## src/rtl/kwd_pkg.sv

```systemverilog
package kwd_pkg;

    localparam int KEY_W  = 16;
    localparam int ADDR_W = 2;

    localparam logic [KEY_W-1:0] KEY_OPEN    = 16'h5555;
    localparam logic [KEY_W-1:0] KEY_REFRESH = 16'hAAAA;
    localparam logic [KEY_W-1:0] KEY_ARM     = 16'hCCCC;

    typedef enum logic [ADDR_W-1:0] {
        REG_KEY    = 2'd0,
        REG_DIV    = 2'd1,
        REG_RELOAD = 2'd2,
        REG_STATUS = 2'd3
    } kwd_reg_e;

    typedef struct packed {
        logic expired;
        logic armed;
    } kwd_status_t;

    // Shift amount of the divider: min_sh + code, saturated at max_sh.
    function automatic int unsigned kwd_shift(input int unsigned code,
                                              input int unsigned min_sh,
                                              input int unsigned max_sh);
        int unsigned s;
        s = min_sh + code;
        if (s > max_sh) s = max_sh;
        return s;
    endfunction

endpackage

```

## src/rtl/kwd_keyctrl.sv

```systemverilog
module kwd_keyctrl
    import kwd_pkg::*;
#(
    parameter int CNT_W  = 12,
    parameter int CODE_W = 3
) (
    input  logic              clk,
    input  logic              rst,
    input  logic              bus_wr,
    input  logic [ADDR_W-1:0] bus_addr,
    input  logic [KEY_W-1:0]  bus_wdata,
    output logic              unlocked,
    output logic              armed,
    output logic [CODE_W-1:0] div_code,
    output logic [CNT_W-1:0]  reload_val,
    output logic              load
);

    logic key_hit;

    assign key_hit = bus_wr && (bus_addr == REG_KEY);
    assign load    = key_hit && ((bus_wdata == KEY_REFRESH) || (bus_wdata == KEY_ARM));

    always_ff @(posedge clk) begin
        if (rst) begin
            unlocked   <= 1'b0;
            armed      <= 1'b0;
            div_code   <= '0;
            reload_val <= '1;
        end else begin
            if (key_hit) begin
                unlocked <= (bus_wdata == KEY_OPEN);
                if (bus_wdata == KEY_ARM) armed <= 1'b1;
            end
            if (bus_wr && unlocked && (bus_addr == REG_DIV))
                div_code <= bus_wdata[CODE_W-1:0];
            if (bus_wr && unlocked && (bus_addr == REG_RELOAD))
                reload_val <= bus_wdata[CNT_W-1:0];
        end
    end

endmodule

```

## src/rtl/kwd_prescaler.sv

```systemverilog
module kwd_prescaler
    import kwd_pkg::*;
#(
    parameter int CODE_W = 3,
    parameter int MIN_SH = 2,
    parameter int MAX_SH = 8
) (
    input  logic              clk,
    input  logic              rst,
    input  logic              run,
    input  logic              load,
    input  logic [CODE_W-1:0] code_in,
    output logic              tick
);

    logic [CODE_W-1:0] act_code;
    logic [MAX_SH-1:0] pre_cnt;
    logic [MAX_SH-1:0] limit;
    int unsigned       sh;

    always_comb begin
        sh    = kwd_shift(32'(act_code), MIN_SH, MAX_SH);
        limit = {MAX_SH{1'b1}} >> (MAX_SH - sh);
    end

    assign tick = run && !load && (pre_cnt == limit);

    always_ff @(posedge clk) begin
        if (rst) begin
            act_code <= '0;
            pre_cnt  <= '0;
        end else if (load) begin
            act_code <= code_in;
            pre_cnt  <= '0;
        end else if (run) begin
            if (pre_cnt == limit) pre_cnt <= '0;
            else                  pre_cnt <= pre_cnt + 1'b1;
        end
    end

endmodule

```

## src/rtl/kwd_counter.sv

```systemverilog
module kwd_counter #(
    parameter int CNT_W = 12
) (
    input  logic             clk,
    input  logic             rst,
    input  logic             load,
    input  logic             tick,
    input  logic [CNT_W-1:0] reload_in,
    output logic             expire
);

    logic [CNT_W-1:0] cnt;
    logic [CNT_W-1:0] act_reload;
    logic             last;

    assign last = (cnt <= CNT_W'(1));

    always_ff @(posedge clk) begin
        if (rst) begin
            cnt        <= '1;
            act_reload <= '1;
            expire     <= 1'b0;
        end else if (load) begin
            cnt        <= reload_in;
            act_reload <= reload_in;
            expire     <= 1'b0;
        end else if (tick) begin
            expire <= last;
            cnt    <= last ? act_reload : cnt - 1'b1;
        end else begin
            expire <= 1'b0;
        end
    end

endmodule

```

## src/rtl/kwd_top.sv

```systemverilog
module kwd_top
    import kwd_pkg::*;
#(
    parameter int CNT_W  = 12,
    parameter int CODE_W = 3,
    parameter int MIN_SH = 2,
    parameter int MAX_SH = 8
) (
    input  logic        clk,
    input  logic        rst,
    input  logic        bus_wr,
    input  logic [1:0]  bus_addr,
    input  logic [15:0] bus_wdata,
    output logic [15:0] bus_rdata,
    output logic        wdt_reset_req
);

    logic              unlocked_q;
    logic              run_q;
    logic [CODE_W-1:0] code_q;
    logic [CNT_W-1:0]  reload_q;
    logic              load;
    logic              tick;
    logic              cause_q;
    kwd_status_t       stat;

    kwd_keyctrl #(.CNT_W(CNT_W), .CODE_W(CODE_W)) u_key (
        .clk        (clk),
        .rst        (rst),
        .bus_wr     (bus_wr),
        .bus_addr   (bus_addr),
        .bus_wdata  (bus_wdata),
        .unlocked   (unlocked_q),
        .armed      (run_q),
        .div_code   (code_q),
        .reload_val (reload_q),
        .load       (load)
    );

    kwd_prescaler #(.CODE_W(CODE_W), .MIN_SH(MIN_SH), .MAX_SH(MAX_SH)) u_pre (
        .clk     (clk),
        .rst     (rst),
        .run     (run_q),
        .load    (load),
        .code_in (code_q),
        .tick    (tick)
    );

    kwd_counter #(.CNT_W(CNT_W)) u_cnt (
        .clk       (clk),
        .rst       (rst),
        .load      (load),
        .tick      (tick),
        .reload_in (reload_q),
        .expire    (wdt_reset_req)
    );

    always_ff @(posedge clk) begin
        if (rst) cause_q <= 1'b0;
        else     cause_q <= cause_q | wdt_reset_req;
    end

    assign stat.armed   = run_q;
    assign stat.expired = cause_q;

    always_comb begin
        case (bus_addr)
            REG_DIV:    bus_rdata = {{(KEY_W-CODE_W){1'b0}}, code_q};
            REG_RELOAD: bus_rdata = {{(KEY_W-CNT_W){1'b0}}, reload_q};
            REG_STATUS: bus_rdata = {{(KEY_W-2){1'b0}}, stat};
            default:    bus_rdata = '0;
        endcase
    end

endmodule

```

## config.mk

```make
export PLATFORM = sky130hd
export DESIGN_NAME = kwd_top
export DESIGN_NICKNAME = d
export VERILOG_FILES = /design/src/rtl/kwd_pkg.sv /design/src/rtl/kwd_keyctrl.sv /design/src/rtl/kwd_prescaler.sv /design/src/rtl/kwd_counter.sv /design/src/rtl/kwd_top.sv
export SDC_FILE = /design/constraint.sdc
export NUM_CORES = 1
export LEC_CHECK = 0
export ABC_AREA = 1
export ABC_CLOCK_PERIOD_IN_PS = 4800
export BUFFER_PORTS_ARGS = -buffer_cell sky130_fd_sc_hd__buf_4
export CAP_MARGIN = 20
export CORE_ASPECT_RATIO = 1.2
export CORE_MARGIN = 2
export CORE_UTILIZATION = 54
export DETAILED_ROUTE_END_ITERATION = 8
export PLACE_DENSITY_LB_ADDON = 0.05
export SYNTH_ARGS = -nofsm -noshare
export SYNTH_HDL_FRONTEND = slang
export SYNTH_SLANG_ARGS = --single-unit
```

## constraint.sdc

```tcl
create_clock -name clk -period 4.8 [get_ports clk]
set_input_delay 0.24 -clock clk [delete_from_list [all_inputs] [get_ports clk]]
set_output_delay 0.24 -clock clk [all_outputs]
set_load 0.1 [all_outputs]
```

==> results of run 1 <==
==> flip-flops by register name, summed over array words and instances, names as in the netlist, 3 cells and up <==
name / cells
u_pre.act_code: 3
u_cnt.act_reload: 12
u_key.div_code: 3
u_key.reload_val: 12
u_pre.pre_cnt: 8
u_cnt.cnt: 12
==> critical path, cell delays in order (launching register included) <==
cell and delay [ns]:
dfxtp_1 0.34, ha_1 0.22, inv_1 0.10, nand2_1 0.07
ha_1 0.22, inv_1 0.08, nand2_1 0.05, nand2_1 0.13
nand2_1 0.07, nand2_1 0.06, nand3_1 0.07, nor2_2 0.19
nand3_4 0.21, nand3_1 0.25, nor2_1 0.07
==> logic make-up (layout without fill, tap and decap cells) <==
kind of cell | after synthesis | after routing
xor gates and xnor gates | 14 | 14
buffers and inverters | 91 | 115
and+or+nand+nor | 270 | 270
other | 1 | 4
adders and majority gates | 6 | 6
AOI/OAI and AO/OA | 51 | 51
DFF | 54 | 54
==> cells in the final DEF (no fill, tap or decap), types with 6 or more instances in the layout <==
cell type	count
nand2_1	116
xnor2_1	6
inv_1	72
nor2_2	6
nand2_2	6
o21ai_1	7
o211ai_1	12
ha_1	6
dfxtp_1	54
xor2_1	8
buf_4	33
nand3_1	62
o21ai_0	18
nor2_1	58
a21oi_1	10
==> stage by stage <==
stage | hold WS (ns) | power (W) | area, um^2 | utilization
after detailed placement | 0.444 | 0.000571 | 3450 | 0.604
after global routing | 0.123 | 0.000902 | 3560 | 0.624
after floorplan | 0.309 | 0.000538 | 3230 | -
final | 0.134 | 0.000869 | 3560 | 0.624
after CTS | 0.134 | 0.000875 | 3560 | 0.624
after global placement | 0.437 | 0.000570 | 3450 | 0.604
==> power groups by stage <==
| stage | clock, W | sequential, W | combinational, W |
|---|---|---|---|
| 2_1_floorplan | 0 | 0.000458 | 0.0000797 |
| 3_3_place_gp | 0 | 0.000458 | 0.000112 |
| 3_5_place_dp | 0 | 0.000458 | 0.000113 |
| 4_1_cts | 0.000314 | 0.000448 | 0.000113 |
| 5_1_grt | 0.000335 | 0.000448 | 0.000120 |
| 6_report | 0.000309 | 0.000448 | 0.000113 |
==> area by class of cell <==
| type | count | area (um^2) | area share |
|---|---|---|---|
| clock buffers | 5 | 68.8 | 0.0193 |
| clock inverters | 3 | 43.8 | 0.0123 |
| inverters | 74 | 278 | 0.0780 |
| multi-input cells | 345 | 1740 | 0.489 |
| flip-flops and latches | 54 | 1080 | 0.304 |
| well taps | 80 | 100 | 0.0281 |
| repair buffers | 33 | 248 | 0.0696 |
==> layer usage <==
layer  global-route usage  vias up  wire, um
met5                    0        -         0
met4               0.0568        0        74
met3               0.0387        6       192
met2                0.367       41      3130
met1                0.310     1248      3500
li1                     -     1592         -
==> worst max path at each step <==
| stage | end | cells past startpoint |
|---|---|---|
| finish | u_pre.pre_cnt[3]$_SDFFE_PP0P_ | 14 |
| detailed placement | u_pre.pre_cnt[3]$_SDFFE_PP0P_ | 14 |
| CTS | u_pre.pre_cnt[3]$_SDFFE_PP0P_ | 14 |
| floorplan | bus_rdata[2] | 5 |
| global route | u_cnt.cnt[6]$_SDFFE_PP1P_ | 14 |
| global placement | u_pre.pre_cnt[4]$_SDFFE_PP0P_ | 13 |
==> flow_metrics.env, run 1 <==
export IMPL_outcome="complete, no violations"
export IMPL_synthXorXnorAreaFrac=0.0381
export IMPL_drt_wl_total_um=6900
export IMPL_worst_ep_required_time_ns=4.99
export IMPL_synth_edf_count=0
export IMPL_finClkSkew_ns=0.0101
export IMPL_min_period_ns=2.25
export IMPL_fmax_mhz=444
export IMPL_dp_cells=586
export IMPL_via_count=2887
export IMPL_routabilityCongestion=0.876
export IMPL_drt_iter0_drc=126
export IMPL_grt_antenna_before_repair=0
export IMPL_syn_area_per_cell_um2=6.60
export IMPL_crit_type="register to register"
export IMPL_grt_pass1_vias=2554
export IMPL_yosysWarnings=0
export IMPL_rrSetupSlack_ns=2.55
export IMPL_pwr_share_seq=0.515
export IMPL_die_height_um=88.5
export IMPL_path_clk_slew_ns=0.10
export IMPL_rsz0062_at_grt="false"
export IMPL_core_um2=5710
export IMPL_cts_made_buffers=5
export IMPL_synth_top_cell_area_share=0.336
export IMPL_max_slew_margin=0.379
export IMPL_switching_share=0.275
export IMPL_r2r_end="u_pre.pre_cnt[3]$_SDFFE_PP0P_"
export IMPL_grt_max_degree=36
export IMPL_hold_path_depth=2
export IMPL_synth_common_cells="nand2_1 (116), inv_1 (72), nand3_1 (62)"
export IMPL_cts_tree="yes"
export IMPL_fillers=583
export IMPL_synth_mux_area_fraction=0
export IMPL_synth_top_family_by_area="simple AND/OR/NAND/NOR gates"
export IMPL_worstMarginPinSlew_ns=0.926
export IMPL_cts_setup_buffers=0
export IMPL_postSynth_asyncResetShare=0
export IMPL_r2r_worst_path_cells=14
export IMPL_clock_latency_ns=0.31
export IMPL_synth_top_cell_by_area="dfxtp_1"
export IMPL_syn_area_um2=3220
export IMPL_n_antenna_cell=0
export IMPL_drt_vias_per_instance=4.86
export IMPL_initial_utilization=0.564
export IMPL_netlist_instances=487
export IMPL_grt_pass1_wl_um=11600
export IMPL_power_density_nw_per_um2=244
export IMPL_drt_first_pass_iters=5
export IMPL_yosysMostFrequentCell="nand2_1"
export IMPL_seq_area_frac_synth=0.336
export IMPL_pin_count=38
export IMPL_clockBufferDepth=2
export IMPL_io_buffers=33
export IMPL_clock_sinks=54
export IMPL_reg2reg_from="u_pre.act_code[1]$_SDFFE_PP0P_"
export IMPL_areaGrowthSynthToFinish_pct=10.7
export IMPL_synth_cell_type_count=34
export IMPL_hpwlAfterDp_um=5370
export IMPL_synth_compound_area_frac=0.0926
export IMPL_groute_usage_overall=0.225
export IMPL_fin_cells=594
export IMPL_htreeDepth=2
export IMPL_ir_worst_vdd_uv=123
export IMPL_startpoint="u_pre.act_code[1]$_SDFFE_PP0P_"
export IMPL_path_max_fanout=15
export IMPL_hp_class="primary input to register"
export IMPL_yosys_area_share_simple=0.382
export IMPL_drv_slew=0
export IMPL_setup_slack_ns=2.55
export IMPL_min_delay_start="rst"
export IMPL_hold_buffers=0
export IMPL_synth_fa_ha_area_frac=0.0233
export IMPL_hold_violations=0
export IMPL_ant_nets=0
export IMPL_nets=540
export IMPL_clock_root_buffer="clkbuf_8"
export IMPL_crit_path_end_kind="register"
export IMPL_post_place_ws_ns=2.57
export IMPL_setup_tns_ns=0
export IMPL_layout_drive_gt1_share=0.126
export IMPL_p_int_w=0.000630
export IMPL_die_area_um2=6590
export IMPL_wl_per_cell_um=11.6
export IMPL_pwr_share_comb=0.129
export IMPL_ys_ff_latch=54
export IMPL_finalCritPeriodShare=0.469
export IMPL_synth_area_top_cells="dfxtp_1 (34%), nand2_1 (14%), nand3_1 (9.6%)"
export IMPL_die_w_um=74.4
export IMPL_clkPwrFrac=0.356
export IMPL_rows=30
export IMPL_drc=0
export IMPL_power_leakage_nw=1.79
export IMPL_crit_path_start_kind="register"
export IMPL_holdPathEnd="u_key.armed$_SDFFE_PP0P_"
export IMPL_crit_arrival_ns=2.45
export IMPL_synthFlopType="dfxtp_1"
export IMPL_switchingPower_w=0.000239
export IMPL_max_cap_violations=0
export IMPL_setup_viol=0
export IMPL_grt_overflow_total=0
export IMPL_cts_resized=0
(Power assumes the default switching activity.)
==> inputs of run 2 (changes only) <==
--- a/config.mk
+++ b/config.mk
@@ -6,7 +6,7 @@
 export NUM_CORES = 1
 export LEC_CHECK = 0
 export ABC_AREA = 1
-export ABC_CLOCK_PERIOD_IN_PS = 4800
+export ABC_CLOCK_PERIOD_IN_PS = 2300
 export BUFFER_PORTS_ARGS = -buffer_cell sky130_fd_sc_hd__buf_4
 export CAP_MARGIN = 20
 export CORE_ASPECT_RATIO = 1.2
==> constraint.sdc (replaced) <==
create_clock -name clk -period 2.3 [get_ports clk]
set_input_delay 0.115 -clock clk [delete_from_list [all_inputs] [get_ports clk]]
set_output_delay 0.115 -clock clk [all_outputs]
set_load 0.1 [all_outputs]
==> flow_metrics.env, run 2 (synthesis gave the netlist of run 1 again) <==
export IMPL_outcome="complete, no violations"
export IMPL_worst_ep_required_time_ns=2.57
export IMPL_grt_pass1_vias=2649
export IMPL_grt_overflow_total=0
export IMPL_max_cap_violations=0
export IMPL_drt_vias_per_instance=5.02
export IMPL_layout_drive_gt1_share=0.141
export IMPL_path_clk_slew_ns=0.11
export IMPL_hpwlAfterDp_um=5370
export IMPL_min_period_ns=2.08
export IMPL_grt_pass1_wl_um=11900
export IMPL_drv_slew=0
export IMPL_clock_root_buffer="clkbuf_8"
export IMPL_drt_wl_total_um=7130
export IMPL_finalCritPeriodShare=0.906
export IMPL_initial_utilization=0.564
export IMPL_power_leakage_nw=1.80
export IMPL_grt_antenna_before_repair=0
export IMPL_setup_slack_ns=0.216
export IMPL_areaGrowthSynthToFinish_pct=12.8
export IMPL_drt_iter0_drc=270
export IMPL_drt_first_pass_iters=4
export IMPL_n_antenna_cell=0
export IMPL_die_height_um=88.5
export IMPL_io_buffers=33
export IMPL_die_area_um2=6590
export IMPL_hold_path_depth=3
export IMPL_finClkSkew_ns=0.0137
export IMPL_path_max_fanout=7
export IMPL_clockBufferDepth=2
export IMPL_final_common_cell="nand2_1"
export IMPL_crit_type="register to register"
export IMPL_cts_tree="yes"
export IMPL_reg2reg_from="u_pre.act_code[1]$_SDFFE_PP0P_"
export IMPL_routabilityCongestion=0.870
export IMPL_post_place_ws_ns=0.0421
export IMPL_largestRegisters="u_cnt.act_reload x12, u_cnt.cnt x12, u_key.reload_val x12"
export IMPL_fillers=568
export IMPL_crit_arrival_ns=2.35
export IMPL_fin_util=0.636
export IMPL_holdPathEnd="u_key.reload_val[0]$_SDFFE_PP1P_"
export IMPL_htreeDepth=2
export IMPL_crit_top_cell="nand2_1"
export IMPL_grt_max_degree=28
export IMPL_rrSetupSlack_ns=0.22
export IMPL_rows=30
export IMPL_clock_sinks=54
export IMPL_ir_worst_vdd_uv=360
export IMPL_min_delay_start="bus_wdata[0]"
export IMPL_wl_per_cell_um=11.9
export IMPL_crit_path_end_kind="register"
export IMPL_crit_path_start_kind="register"
export IMPL_hold_violations=0
export IMPL_total_power_w=0.00183
export IMPL_rsz0062_at_grt="false"
export IMPL_cts_setup_buffers=0
export IMPL_groute_usage_overall=0.229
export IMPL_r2r_end="u_cnt.cnt[1]$_SDFFE_PP1P_"
export IMPL_hp_class="primary input to register"
export IMPL_cp_cell_sequence="ha_2, inv_2, nand2_1, ha_4, nand3_2, inv_1, nand2_1, nand2_1, nand3_1, nor2_4, nand2_2, nor2_4, nand2_1, nand3_1"
export IMPL_setup_viol=0
export IMPL_fmax_mhz=480
export IMPL_die_w_um=74.4
export IMPL_r2r_worst_path_cells=14
export IMPL_slowest_delay_ns=0.35
export IMPL_ant_nets=0
export IMPL_cts_made_buffers=5
export IMPL_mostFrequentLayoutCells="nand2_1 (115), inv_1 (71), nand3_1 (61), nor2_1 (58), dfxtp_1 (54)"
export IMPL_clock_latency_ns=0.32
export IMPL_drc=0
export IMPL_pin_count=38
export IMPL_via_count=3002
export IMPL_hold_ws_ns=0.0431
export IMPL_core_um2=5710
export IMPL_power_density_nw_per_um2=504
export IMPL_setup_tns_ns=0
export IMPL_cp_slowest_cell="dfxtp_1"
export IMPL_nets=544
run 2: area by class of cell:
| class | count | area (um^2) | area share |
|---|---|---|---|
| Sequential cell | 54 | 1080 | 0.298 |
| Tap cell | 80 | 100 | 0.0276 |
| Clock buffer | 5 | 68.8 | 0.0190 |
| Timing Repair Buffer | 36 | 273 | 0.0752 |
| Multi-Input combinational cell | 346 | 1780 | 0.492 |
| Clock inverter | 3 | 43.8 | 0.0121 |
| Inverter | 74 | 278 | 0.0766 |
run 2: how the worst max path moves through the flow:
stage                                          to  slack, ns  cells past startpoint                      startpoint
finish                  u_cnt.cnt[1]$_SDFFE_PP1P_       0.22                     14  u_pre.act_code[1]$_SDFFE_PP0P_
global route           u_cnt.cnt[11]$_SDFFE_PP1P_       0.05                     15  u_pre.act_code[1]$_SDFFE_PP0P_
CTS                 u_pre.pre_cnt[5]$_SDFFE_PP0P_       0.02                     13  u_pre.act_code[1]$_SDFFE_PP0P_
detailed placement  u_pre.pre_cnt[7]$_SDFFE_PP0P_       0.04                     13  u_pre.act_code[1]$_SDFFE_PP0P_
global placement    u_pre.pre_cnt[5]$_SDFFE_PP0P_       0.14                     13  u_pre.act_code[1]$_SDFFE_PP0P_
floorplan                            bus_rdata[2]       0.25                      5                     bus_addr[1]
run 2: critical path, delay by kind of cell (launching register included):
kind          cells  cell delay (ns)
buf+inv           2             0.15
flops             1             0.35
fa+ha+maj         2             0.50
simple gates     10             1.03
run 2: metal layers:
layer	wire, um	GRT usage	up-vias	share of wire
li1	-	-	1599	-
met1	3390	0.319	1334	0.47
met4	113	0.0747	0	0.016
met3	279	0.0342	7	0.039
met2	3350	0.364	62	0.47
met5	0	0	-	0
run 2: power by group:
part	internal (W)	leakage [nW]	switching (W)	total, W
clock network	0.000327	0.0585	0.000329	0.000656
logic	0.0000559	1.31	0.000183	0.000239
registers	0.000934	0.436	0.00000000387	0.000934
run 2: through the flow:
stage | std cells | instance area (um^2)
finish | 598 | 3630
global route | 598 | 3630
CTS | 596 | 3570
detailed placement | 588 | 3460
global placement | 588 | 3460
floorplan | 490 | 3230
run 2: repair_timing:
| action | 4_1_cts | 5_1_grt |
|---|---|---|
| hold endpoints to repair | 0 | 2 |
| gates resized for setup | 0 | 7 |
| hold buffers | 0 | 1 |
| endpoints found under the setup margin | 0 | 18 |
